===== config.mk =====
export PLATFORM = sky130hd
export DESIGN_NAME = smem_seq
export DESIGN_NICKNAME = d
export VERILOG_FILES = /design/src/rtl/smem_pkg.sv /design/src/rtl/smem_down_cnt.sv /design/src/rtl/smem_tcfg_latch.sv /design/src/rtl/smem_seq.sv
export SDC_FILE = /design/constraint.sdc
export NUM_CORES = 1
export LEC_CHECK = 0
export CAP_MARGIN = 20
export CORE_MARGIN = 2
export CORE_UTILIZATION = 46
export DETAILED_ROUTE_END_ITERATION = 8
export DONT_BUFFER_PORTS = 1
export HOLD_SLACK_MARGIN = 0.08
export PLACE_DENSITY = 0.61
export SLEW_MARGIN = 30
export SYNTH_ARGS = -nofsm -noshare
export SYNTH_HDL_FRONTEND = slang
export SYNTH_SLANG_ARGS = --single-unit

===== constraint.sdc =====
create_clock -name clk -period 4.84 [get_ports clk]
set_input_delay 0.484 -clock clk [delete_from_list [all_inputs] [get_ports clk]]
set_output_delay 0.484 -clock clk [all_outputs]
set_load 0.05 [all_outputs]

===== src/rtl/smem_pkg.sv =====
package smem_pkg;
  localparam int PH_W  = 4;
  localparam int GAP_W = 8;

  typedef enum logic [2:0] {
    PH_IDLE, PH_GAP, PH_ASET, PH_AHLD, PH_DATA, PH_TURN
  } phase_e;

  typedef struct packed {
    logic [PH_W-1:0] aset;
    logic [PH_W-1:0] ahld;
    logic [PH_W-1:0] dset;
    logic [PH_W-1:0] turn;
  } tcfg_t;

  function automatic logic [GAP_W-1:0] zx(input logic [PH_W-1:0] v);
    return {{(GAP_W-PH_W){1'b0}}, v};
  endfunction
endpackage


===== src/rtl/smem_down_cnt.sv =====
module smem_down_cnt #(
  parameter int W = 8
) (
  input  logic         clk,
  input  logic         rst_n,
  input  logic         load,
  input  logic [W-1:0] load_val,
  output logic         zero
);
  logic [W-1:0] cnt_q, cnt_d;
  logic         cnt_en;

  always_comb begin
    cnt_en = load || (cnt_q != '0);
    cnt_d  = load ? load_val : cnt_q - W'(1);
  end

  always_ff @(posedge clk or negedge rst_n) begin
    if (!rst_n)      cnt_q <= '0;
    else if (cnt_en) cnt_q <= cnt_d;
  end

  assign zero = (cnt_q == '0);


  cnt_step_chk: assert property (@(posedge clk) disable iff (!rst_n)
    (!load && cnt_q != '0) |=> (cnt_q == $past(cnt_q) - W'(1)));
endmodule


===== src/rtl/smem_tcfg_latch.sv =====
module smem_tcfg_latch
  import smem_pkg::*;
(
  input  logic            clk,
  input  logic            rst_n,
  input  logic            cap,
  input  logic [PH_W-1:0] aset,
  input  logic [PH_W-1:0] ahld,
  input  logic [PH_W-1:0] dset,
  input  logic [PH_W-1:0] turn,
  output tcfg_t           cfg
);
  always_ff @(posedge clk or negedge rst_n) begin
    if (!rst_n)   cfg <= '0;
    else if (cap) cfg <= '{aset: aset, ahld: ahld, dset: dset, turn: turn};
  end
endmodule


===== src/rtl/smem_seq.sv =====
module smem_seq
  import smem_pkg::*;
#(
  parameter int AW = 16,
  parameter int DW = 16
) (
  input  logic             clk,
  input  logic             rst_n,
  input  logic             req_valid,
  input  logic             req_write,
  input  logic [AW-1:0]    req_addr,
  input  logic [DW-1:0]    req_wdata,
  output logic             req_ready,
  output logic             rd_valid,
  output logic [DW-1:0]    rd_data,
  input  logic [PH_W-1:0]  cfg_adr_setup,
  input  logic [PH_W-1:0]  cfg_adr_hold,
  input  logic [PH_W-1:0]  cfg_dat_setup,
  input  logic [PH_W-1:0]  cfg_turnaround,
  input  logic [GAP_W-1:0] cfg_rr_gap,
  input  logic [GAP_W-1:0] cfg_ww_gap,
  output logic [AW-1:0]    mem_addr,
  output logic [DW-1:0]    mem_dout,
  output logic             mem_dout_en,
  input  logic [DW-1:0]    mem_din,
  output logic             mem_cs_n,
  output logic             mem_oe_n,
  output logic             mem_we_n
);
  // reset: asserted asynchronously, released after two clock edges
  logic rst_m, rst_s;
  always_ff @(posedge clk or negedge rst_n) begin
    if (!rst_n) {rst_s, rst_m} <= 2'b00;
    else        {rst_s, rst_m} <= {rst_m, 1'b1};
  end

  phase_e            st_q, st_d;
  logic              acc, gap_need, ld, cnt_zero, cap_rd;
  logic [GAP_W-1:0]  ldv;
  tcfg_t             cfg_q;
  logic              have_prev_q, last_wr_q, wr_q;
  logic [AW-1:0]     addr_q;
  logic [DW-1:0]     wdata_q, rdata_q;
  logic              rdv_q;

  assign acc      = (st_q == PH_IDLE) && req_valid;
  assign gap_need = have_prev_q && (req_write == last_wr_q);
  assign cap_rd   = (st_q == PH_DATA) && cnt_zero && !wr_q;

  smem_tcfg_latch u_cfg (
    .clk (clk), .rst_n (rst_s), .cap (acc),
    .aset (cfg_adr_setup), .ahld (cfg_adr_hold),
    .dset (cfg_dat_setup), .turn (cfg_turnaround),
    .cfg (cfg_q)
  );

  smem_down_cnt #(.W(GAP_W)) u_cnt (
    .clk (clk), .rst_n (rst_s), .load (ld), .load_val (ldv), .zero (cnt_zero)
  );

  // next-state and counter reload
  always_comb begin
    st_d = st_q;
    ld   = 1'b0;
    ldv  = '0;
    unique case (st_q)
      PH_IDLE: if (req_valid) begin
        ld = 1'b1;
        if (gap_need) begin
          st_d = PH_GAP;
          ldv  = req_write ? cfg_ww_gap : cfg_rr_gap;
        end else begin
          st_d = PH_ASET;
          ldv  = zx(cfg_adr_setup);
        end
      end
      PH_GAP:  if (cnt_zero) begin st_d = PH_ASET; ld = 1'b1; ldv = zx(cfg_q.aset); end
      PH_ASET: if (cnt_zero) begin st_d = PH_AHLD; ld = 1'b1; ldv = zx(cfg_q.ahld); end
      PH_AHLD: if (cnt_zero) begin st_d = PH_DATA; ld = 1'b1; ldv = zx(cfg_q.dset); end
      PH_DATA: if (cnt_zero) begin st_d = PH_TURN; ld = 1'b1; ldv = zx(cfg_q.turn); end
      PH_TURN: if (cnt_zero) st_d = PH_IDLE;
      default: st_d = PH_IDLE;
    endcase
  end

  always_ff @(posedge clk or negedge rst_s) begin
    if (!rst_s) st_q <= PH_IDLE;
    else        st_q <= st_d;
  end

  // request capture
  always_ff @(posedge clk or negedge rst_s) begin
    if (!rst_s) begin
      have_prev_q <= 1'b0;
      last_wr_q   <= 1'b0;
      wr_q        <= 1'b0;
      addr_q      <= '0;
      wdata_q     <= '0;
    end else if (acc) begin
      have_prev_q <= 1'b1;
      last_wr_q   <= req_write;
      wr_q        <= req_write;
      addr_q      <= req_addr;
      wdata_q     <= req_wdata;
    end
  end

  // read data capture
  always_ff @(posedge clk or negedge rst_s) begin
    if (!rst_s)      rdata_q <= '0;
    else if (cap_rd) rdata_q <= mem_din;
  end

  always_ff @(posedge clk or negedge rst_s) begin
    if (!rst_s) rdv_q <= 1'b0;
    else        rdv_q <= cap_rd;
  end

  assign req_ready   = (st_q == PH_IDLE);
  assign rd_valid    = rdv_q;
  assign rd_data     = rdata_q;
  assign mem_addr    = addr_q;
  assign mem_dout    = wdata_q;
  assign mem_cs_n    = !((st_q == PH_ASET) || (st_q == PH_AHLD) || (st_q == PH_DATA));
  assign mem_oe_n    = !((st_q == PH_DATA) && !wr_q);
  assign mem_we_n    = !((st_q == PH_DATA) && wr_q);
  assign mem_dout_en = wr_q && !mem_cs_n;


  strobe_excl_chk: assert property (@(posedge clk) disable iff (!rst_s)
    (mem_oe_n || mem_we_n) && (mem_cs_n -> (mem_oe_n && mem_we_n)));

  we_drive_chk: assert property (@(posedge clk) disable iff (!rst_s)
    !mem_we_n |-> mem_dout_en);

  addr_hold_chk: assert property (@(posedge clk) disable iff (!rst_s)
    (!mem_cs_n && !req_ready) |=> (mem_cs_n || $stable(mem_addr)));

  rdv_after_oe_chk: assert property (@(posedge clk) disable iff (!rst_s)
    rd_valid |-> ($past(!mem_oe_n) && mem_oe_n));

  ready_idle_chk: assert property (@(posedge clk) disable iff (!rst_s)
    (req_ready && req_valid) |=> !req_ready);
endmodule


## After elaboration in Yosys (flattened, before gate mapping)

Cells that the tools add are included.

- Flip-flop bits (word level): 80
- Input port bits: 84
- Output and inout port bits: 54
- Word-level logic and storage cells: 66

- $add $sub $neg: 1
- Eq/ne operators: 12
- Multiplexer cells: 20
- Reductions and logical operators: 19

Operator list:

| cell | number |
|---|---|
| $pmux 8 s5 | 1 |
| $mux 8 | 4 |
| $mux 3 | 6 |
| $pmux 3 s6 | 1 |
| $mux 4 | 4 |
| $ne 2x2->1 const B | 6 |
| $logic_not 8->1 | 1 |
| $reduce_bool 8->1 | 1 |
| $sub 8x1->8 const B | 1 |
| $logic_and 1x1->1 | 7 |
| $eq 3x2->1 const B | 2 |
| $eq 3x3->1 const B | 2 |
| $reduce_and 6->1 | 1 |
| $logic_not 1->1 | 4 |
| $reduce_or 4->1 | 1 |
| $eq 3x1->1 const B | 1 |
| $logic_not 3->1 | 1 |
| $logic_or 1x1->1 | 3 |
| $mux 1 | 2 |
| $mux 2 | 1 |
| $pmux 1 s2 | 1 |
| $eq 1x1->1 | 1 |

## Longest topological paths before layout

Gate-level depths: netlist of run 1.

- Depth in word-level cells: 6
- Gate-level depth with buffers: 9
- Depth with buffers taken out: 6

## Modules after synthesis

From an unflattened synthesis of run 1, not the netlist that was laid out.

- Cells, all modules: 281
- Area, all modules: 3,769.9 sq um

Modules (own cells, without submodules):

| module | instances | cells an instance | area each (sq um) | seq. area each (sq um) |
|---|---|---|---|---|
| smem_seq | 1 | 192 | 2,633.8 | 1,401.3 |
| smem_tcfg_latch | 1 | 34 | 649.4 | 400.4 |
| smem_down_cnt | 1 | 55 | 486.7 | 200.2 |

## Least setup slack after synthesis of run 1

Ideal clock, no wire load.

- Kind: register to output
- From: reg st_q[1]
- To: out mem_dout_en
- Data arrival time: 1,977 ps
- Required time: 4,356 ps
- Setup slack: 2,379 ps
- Stages on the path, launching flop included: 6
- Buffers on the path: 2
- Path through: dfrtp_1 > buf_2 > clkbuf_1 > nor2b_1 > nor2_1 > nor2b_1

- Word-level cells in the longest chain between the ends: 4
- Elaborated cells on any way between the ends: 6
- Classes of those cells: eq/ne: 3; reduce/logical: 3

RTL lines:

| item | RTL line | RTL |
|---|---|---|
| from (decl) | smem_seq.sv:37 | `phase_e st_q, st_d;` |
| from (signal assigned) | smem_seq.sv:88 | `else st_q <= st_d;` |
| $eq 3x2->1 | smem_seq.sv:124 | `assign mem_cs_n = !((st_q == PH_ASET) \|\| (st_q == PH_AHLD) \|\| (st_q == PH_DATA));` |
| $logic_or 1x1->1 | smem_seq.sv:124 |  |
| $logic_or 1x1->1 * | smem_seq.sv:124 |  |
| $logic_and 1x1->1 * | smem_seq.sv:127 | `assign mem_dout_en = wr_q && !mem_cs_n;` |
| to (decl) | smem_seq.sv:24 | `output logic mem_dout_en,` |

Every way passes the cells marked *; elsewhere a longest branch is shown, timed or not.

## Worst setup path in the final report of run 1

- From: reg st_q[0]
- To: out mem_dout_en

The elaborated chain is that of the path after synthesis.

==> out/summary.txt, run 1 <==
Status: completed
Core ar.: 7810 µm²
Max stage delay cell, worst path: dfrtp_1
Top cell type's share of synthesized area: 0.537
Clock tree buffer depth: 2
Hold crit path type: reg -> async
Max VDD drop: 333 µV
Later-pin clock latency in the skew report: 0.35 ns
Share of cells above drive strength 1: 0.145
Unrepaired setup endpoints after global routing: no
Final hold vios: 0
Area Overhead vs Synth: 8.56%
Total GRT Usage: 0.191
Crit-path max cell delay: 0.78 ns
Syn_area_per_cell: 9.81 µm²
Crit path kind: reg -> out
1st-iter DRT viols: 117
First-pass GRT wire length: 13100 µm
Die Area: 8840 µm²
Top FF cell, synth: dfrtp_1
Initial antenna violation count: 0
Clock H-tree levels: 3
Post-detail-place hpwl: 5840 µm
Root Driver: clkbuf_8
Largest net degree at the start of global routing: 52
Skew final: 0.0151 ns
DIE WIDTH: 94.0 µm
R2r worst-path depth: 4
Vias in the first global route: 2619
Cell Area, Synth: 3730 µm²
Routed vias: 2622
# IOs: 138
1st-pass router iterations: 6
Setup TNS: 0 ns
Commonest cells in the netlist: 157 x nand2_1, 80 x dfrtp_1, 11 x mux2_2
Crit-path leading delay family: simple AND/OR/NAND/NOR gates
Crit. End Element: output pin
Input/output buffers: 0
CTS sink cnt: 80
Most numerous cell in the Yosys netlist: nand2_1
Final WL: 8300 µm
Minimum clock period: 2.99 ns
Async SR Flop Fraction: 1.00
Slew HR: 0.375
Synth Register Bits: 80
Placer Congestion: 0.807
Post-DRT Antenna Nets: 0
DIE HEIGHT: 94.0 µm
Post-CTS setup repair buffer count: 0
Row count: 32
Effective utilization at floorplan: 0.477
Antenna Cells: 0
Worst Path Arrival: 2.50 ns
WP depth: 3
Critical path cell sequence: nor3b_2 -> nor2_1 -> nor2b_1
CTS tree: built
Most area-consuming cells after synthesis: dfrtp_1 54%, nand2_1 16%, mux2_4 3.6%
Post-synth EDFFs: 0
Crit path buffers/inverters: 0
Max Freq: 335 MHz
Dpl cell area: 3820 µm²
Post-Syn Instances: 380
Final setup violation count: 0
Worst setup SP type: flip-flop
Leak: 1.97 nW
Pwr dens: 763 nW/µm²
Final period util: 0.617
Netlist cell types: 58
Syn Nets: 466
Part of the Yosys area used for sequential elements: 0.537
Clock-pin slew on the worst setup and hold paths: 0.10 ns
Post-route cell area: 4050 µm²
Worst path required time: 4.36 ns
Total CTS buffers: 9
DRC errors left: 0
Max-Cap Viols: 0
Synth warn: 0
Post-CTS sizing: 0
Worst Max-Slew Pin Slew: 0.934 ns
Drt via density: 5.44
Total gr overflow: 0
Final #Nets: 461
CP Max Fanout: 19
Cell taking the most area after synthesis: dfrtp_1
Avg WL per Cell: 17.2 µm
Pins Over Slew Limit: 0
## placed cells by master (no fill, tap or decap), types with 4 or more instances in the layout
cell type    n
a21oi_1      8
clkbuf_8    10
dfrtp_1     79
inv_1        5
mux2_2      11
mux2_4       9
mux2i_1      5
nand2_1    157
nor2_1       4
nor2b_1      7
nor3b_1      4
o21ai_0      6
## what timing repair did
action,4_1_cts,5_1_grt
setup endpoints to repair,0,0
hold buffers,1,0
endpoints found under the hold margin,2,0
## layer usage
| metal | global-route usage | routed length [µm] |
|---|---|---|
| met1 | 0.257 | 3760 |
| met2 | 0.294 | 3780 |
| met3 | 0.0586 | 661 |
| met4 | 0.0676 | 96 |
| met5 | 0 | 0 |
## registers in the layout, summed over array words and instances (netlist names)
register and cells:
mem_addr 16, mem_dout 16, rd_data 16, u_cfg.cfg 16, u_cnt.cnt_q 8, st_q 3, have_prev_q 1, rd_valid 1
rst_m 1, rst_s 1, wr_q 1
## worst paths after layout
path / start / endpoint / slack, ns
setup / recovery: st_q[0]$_DFFE_PN0P_ / mem_dout_en / 1.85
hold / removal: rst_s$_DFF_PN0_ / rd_valid$_DFF_PN0_ / 0.24
setup reg to reg: st_q[0]$_DFFE_PN0P_ / rd_data[14]$_DFFE_PN0P_ / 2.44
hold reg to reg: rst_s$_DFF_PN0_ / rd_valid$_DFF_PN0_ / 0.24
max in group asynchronous: rst_s$_DFF_PN0_ / mem_addr[15]$_DFFE_PN0P_ / 4.12
min in group clk: req_wdata[1] / mem_dout[1]$_DFFE_PN0P_ / 0.24
## per-stage QoR
stage	util	hold WS [ns]	total power, mW	std cells	setup slack, ns
final	0.518	0.235	3.09	482	1.85
after floorplan	-	0.188	2.42	380	2.38
after detailed placement	0.490	0.189	2.59	465	2.22
after global placement	0.485	0.189	2.56	463	2.24
after CTS	0.518	0.220	3.12	482	1.85
after global routing	0.518	0.217	3.27	482	1.70
## kinds of logic after synthesis
group,after synthesis,share of synthesized area
muxes,26,0.0890
other,1,0.00101
and+or+nand+nor,197,0.235
buffers and inverters,27,0.0336
xor gates and xnor gates,2,0.00470
DFF,80,0.537
adders and majority gates,2,0.00671
AOI/OAI and AO/OA,45,0.0933
## where the power goes
| group | internal (mW) | total (mW) | switching [mW] |
|---|---|---|---|
| Combinational | 0.321 | 0.642 | 0.322 |
| Sequential | 0.956 | 1.93 | 0.971 |
| Clock | 0.260 | 0.521 | 0.261 |
## layout make-up
| type | count | area (µm²) |
|---|---|---|
| Clock inverter | 6 | 75.1 |
| Fill cell | 753 | 3760 |
| Timing Repair Buffer | 6 | 72.6 |
| Multi-Input combinational cell | 273 | 1610 |
| Tap cell | 102 | 128 |
| Clock buffer | 10 | 138 |
| Sequential cell | 80 | 2010 |
| Inverter | 5 | 18.8 |
(Power assumes the default switching activity.)
==> inputs of run 2 (changes only) <==
--- a/config.mk
+++ b/config.mk
@@ -11,7 +11,7 @@
 export DETAILED_ROUTE_END_ITERATION = 8
 export DONT_BUFFER_PORTS = 1
 export HOLD_SLACK_MARGIN = 0.08
-export PLACE_DENSITY = 0.61
+export PLACE_DENSITY = 0.63
 export SLEW_MARGIN = 30
 export SYNTH_ARGS = -nofsm -noshare
 export SYNTH_HDL_FRONTEND = slang
==> constraint.sdc (replaced) <==
create_clock -name clk -period 2.57 [get_ports clk]
set_input_delay 0.257 -clock clk [delete_from_list [all_inputs] [get_ports clk]]
set_output_delay 0.257 -clock clk [all_outputs]
set_load 0.05 [all_outputs]
==> out/summary.txt, run 2 (same netlist as run 1, synthesis figures left out) <==
Status: completed
Final Instance Count excl. Fillers: 552
# IOs: 138
Skew final: 0.00830 ns
Area Overhead vs Synth: 27.3%
Crit. End Element: output pin
Final #Nets: 532
DIE HEIGHT: 94.0 µm
First-pass GRT wire length: 14800 µm
Die Area: 8840 µm²
Reg power frac: 0.606
Worst Max-Slew Pin Slew: 0.600 ns
Beginning of the critical path: st_q[1]$_DFFE_PN0P_
Unrepaired setup endpoints after global routing: no
Worst path required time: 2.31 ns
Clk pwr share: 0.170
Total gr overflow: 0
Worst Path Arrival: 2.01 ns
Share of cells above drive strength 1: 0.138
Antenna Cells: 0
Final hold vios: 0
Crit-path max cell delay: 0.59 ns
Drt via density: 5.30
Clock-pin slew on the worst setup and hold paths: 0.08 ns
1st-pass router iterations: 4
Clock tree buffer depth: 2
Most frequent cells in the layout: 156 x nand2_1, 79 x dfrtp_1, 66 x dlygate4sd3_1
R2r worst-path depth: 6
Placed Cells: 471
Final WL: 9170 µm
Vias in the first global route: 3019
Max-Cap Viols: 0
Total GRT Usage: 0.215
Largest net degree at the start of global routing: 48
Cell Int Power: 3.05 mW
Flop-to-flop setup slack: 0.42 ns
Worst R2R Start: u_cnt.cnt_q[0]$_DFFE_PN0P_
CP Max Fanout: 17
Leak: 2.27 nW
Setup TNS: 0 ns
Total CTS buffers: 9
Logic gate share of total power: 0.224
1st-iter DRT viols: 155
Final setup violation count: 0
Avg WL per Cell: 16.6 µm
Minimum clock period: 2.27 ns
Hold crit path type: in -> async
CTS sink cnt: 80
Row count: 32
Core ar.: 7810 µm²
Post-detail-place hpwl: 5950 µm
Max VDD drop: 677 µV
Sw frac: 0.492
Critical path cell sequence: nor2b_1 -> nor2_2 -> nor2b_1 -> buf_4
Max stage delay cell, worst path: dfrtp_1
Slew HR: 0.600
Later-pin clock latency in the skew report: 0.35 ns
Switch Pwr: 2.94 mW
DRC errors left: 0
Routed vias: 2928
DIE WIDTH: 94.0 µm
Worst setup endpoint: mem_dout_en
Worst R2R End: rd_data[6]$_DFFE_PN0P_
Worst path most repeated cell: nor2b_1
Pwr dens: 1260 nW/µm²
Placer Congestion: 0.859
Effective utilization at floorplan: 0.477
Worst setup SP type: flip-flop
Post-DRT Antenna Nets: 0
Initial antenna violation count: 0
Pins Over Slew Limit: 0
Most common cell after layout, fill and taps aside: nand2_1
Crit path kind: reg -> out
Final period util: 0.883
Root Driver: clkbuf_8
Input/output buffers: 0
Max Freq: 441 MHz
CTS tree: built
Clock H-tree levels: 3
[run 2: layer usage]
layer / track usage / up-vias / part of all wire
met1: 0.278 / 1393 / 0.43
met2: 0.353 / 114 / 0.49
met3: 0.0498 / 13 / 0.064
li1: - / 1408 / -
met4: 0.0833 / 0 / 0.016
met5: 0 / - / 0
[run 2: cell type report]
type | instances | area (µm²)
Clock buffer | 9 | 124
Clock inverter | 6 | 92.6
Fill cell | 664 | 3060
Inverter | 5 | 18.8
Multi-Input combinational cell | 273 | 1610
Sequential cell | 80 | 2010
Tap cell | 102 | 128
Timing Repair Buffer | 77 | 763
[run 2: how the worst min path moves through the flow]
stage / startpoint / endpoint / slack (ns)
floorplan: rst_n / rst_m$_DFF_PN0_ / -0.04
global placement: rst_n / rst_m$_DFF_PN0_ / -0.04
detailed placement: rst_n / rst_m$_DFF_PN0_ / -0.04
CTS: rst_n / rst_m$_DFF_PN0_ / 0.12
global route: rst_n / rst_m$_DFF_PN0_ / 0.12
finish: rst_n / rst_m$_DFF_PN0_ / 0.14
[run 2: per-stage QoR]
step | area [µm²] | setup slack [ns] | hold WS [ns] | util | total power [mW]
2_1_floorplan | 3730 | 0.177 | -0.0386 | - | 4.55
3_3_place_gp | 3840 | 0.429 | -0.0385 | 0.492 | 4.84
3_5_place_dp | 3870 | 0.408 | -0.0385 | 0.495 | 4.91
4_1_cts | 4740 | 0.0317 | 0.119 | 0.608 | 6.02
5_1_grt | 4750 | 0.246 | 0.121 | 0.608 | 6.34
6_report | 4750 | 0.301 | 0.138 | 0.608 | 5.99
[run 2: power by group through the flow]
stage | Clock, mW | Combinational, mW | Sequential (mW)
global placement | 0 | 1.19 | 3.65
floorplan | 0 | 1.11 | 3.44
finish | 1.02 | 1.34 | 3.63
CTS | 1.05 | 1.34 | 3.63
detailed placement | 0 | 1.25 | 3.65
global route | 1.11 | 1.52 | 3.72
[run 2: what timing repair did]
item                                    in CTS  in global routing
endpoints found under the hold margin       67                  0
setup buffers                                0                  0
hold buffers                                66                  0
gates resized for setup                      0                  1
endpoints found under the setup margin       0                  1
[run 2: worst max-delay path: cells and delay by family (launching register included)]
kind                   cells  cell delay [ns]
buffers and inverters      1             0.21
flip-flops                 1             0.59
AND/OR/NAND/NOR            3             0.86
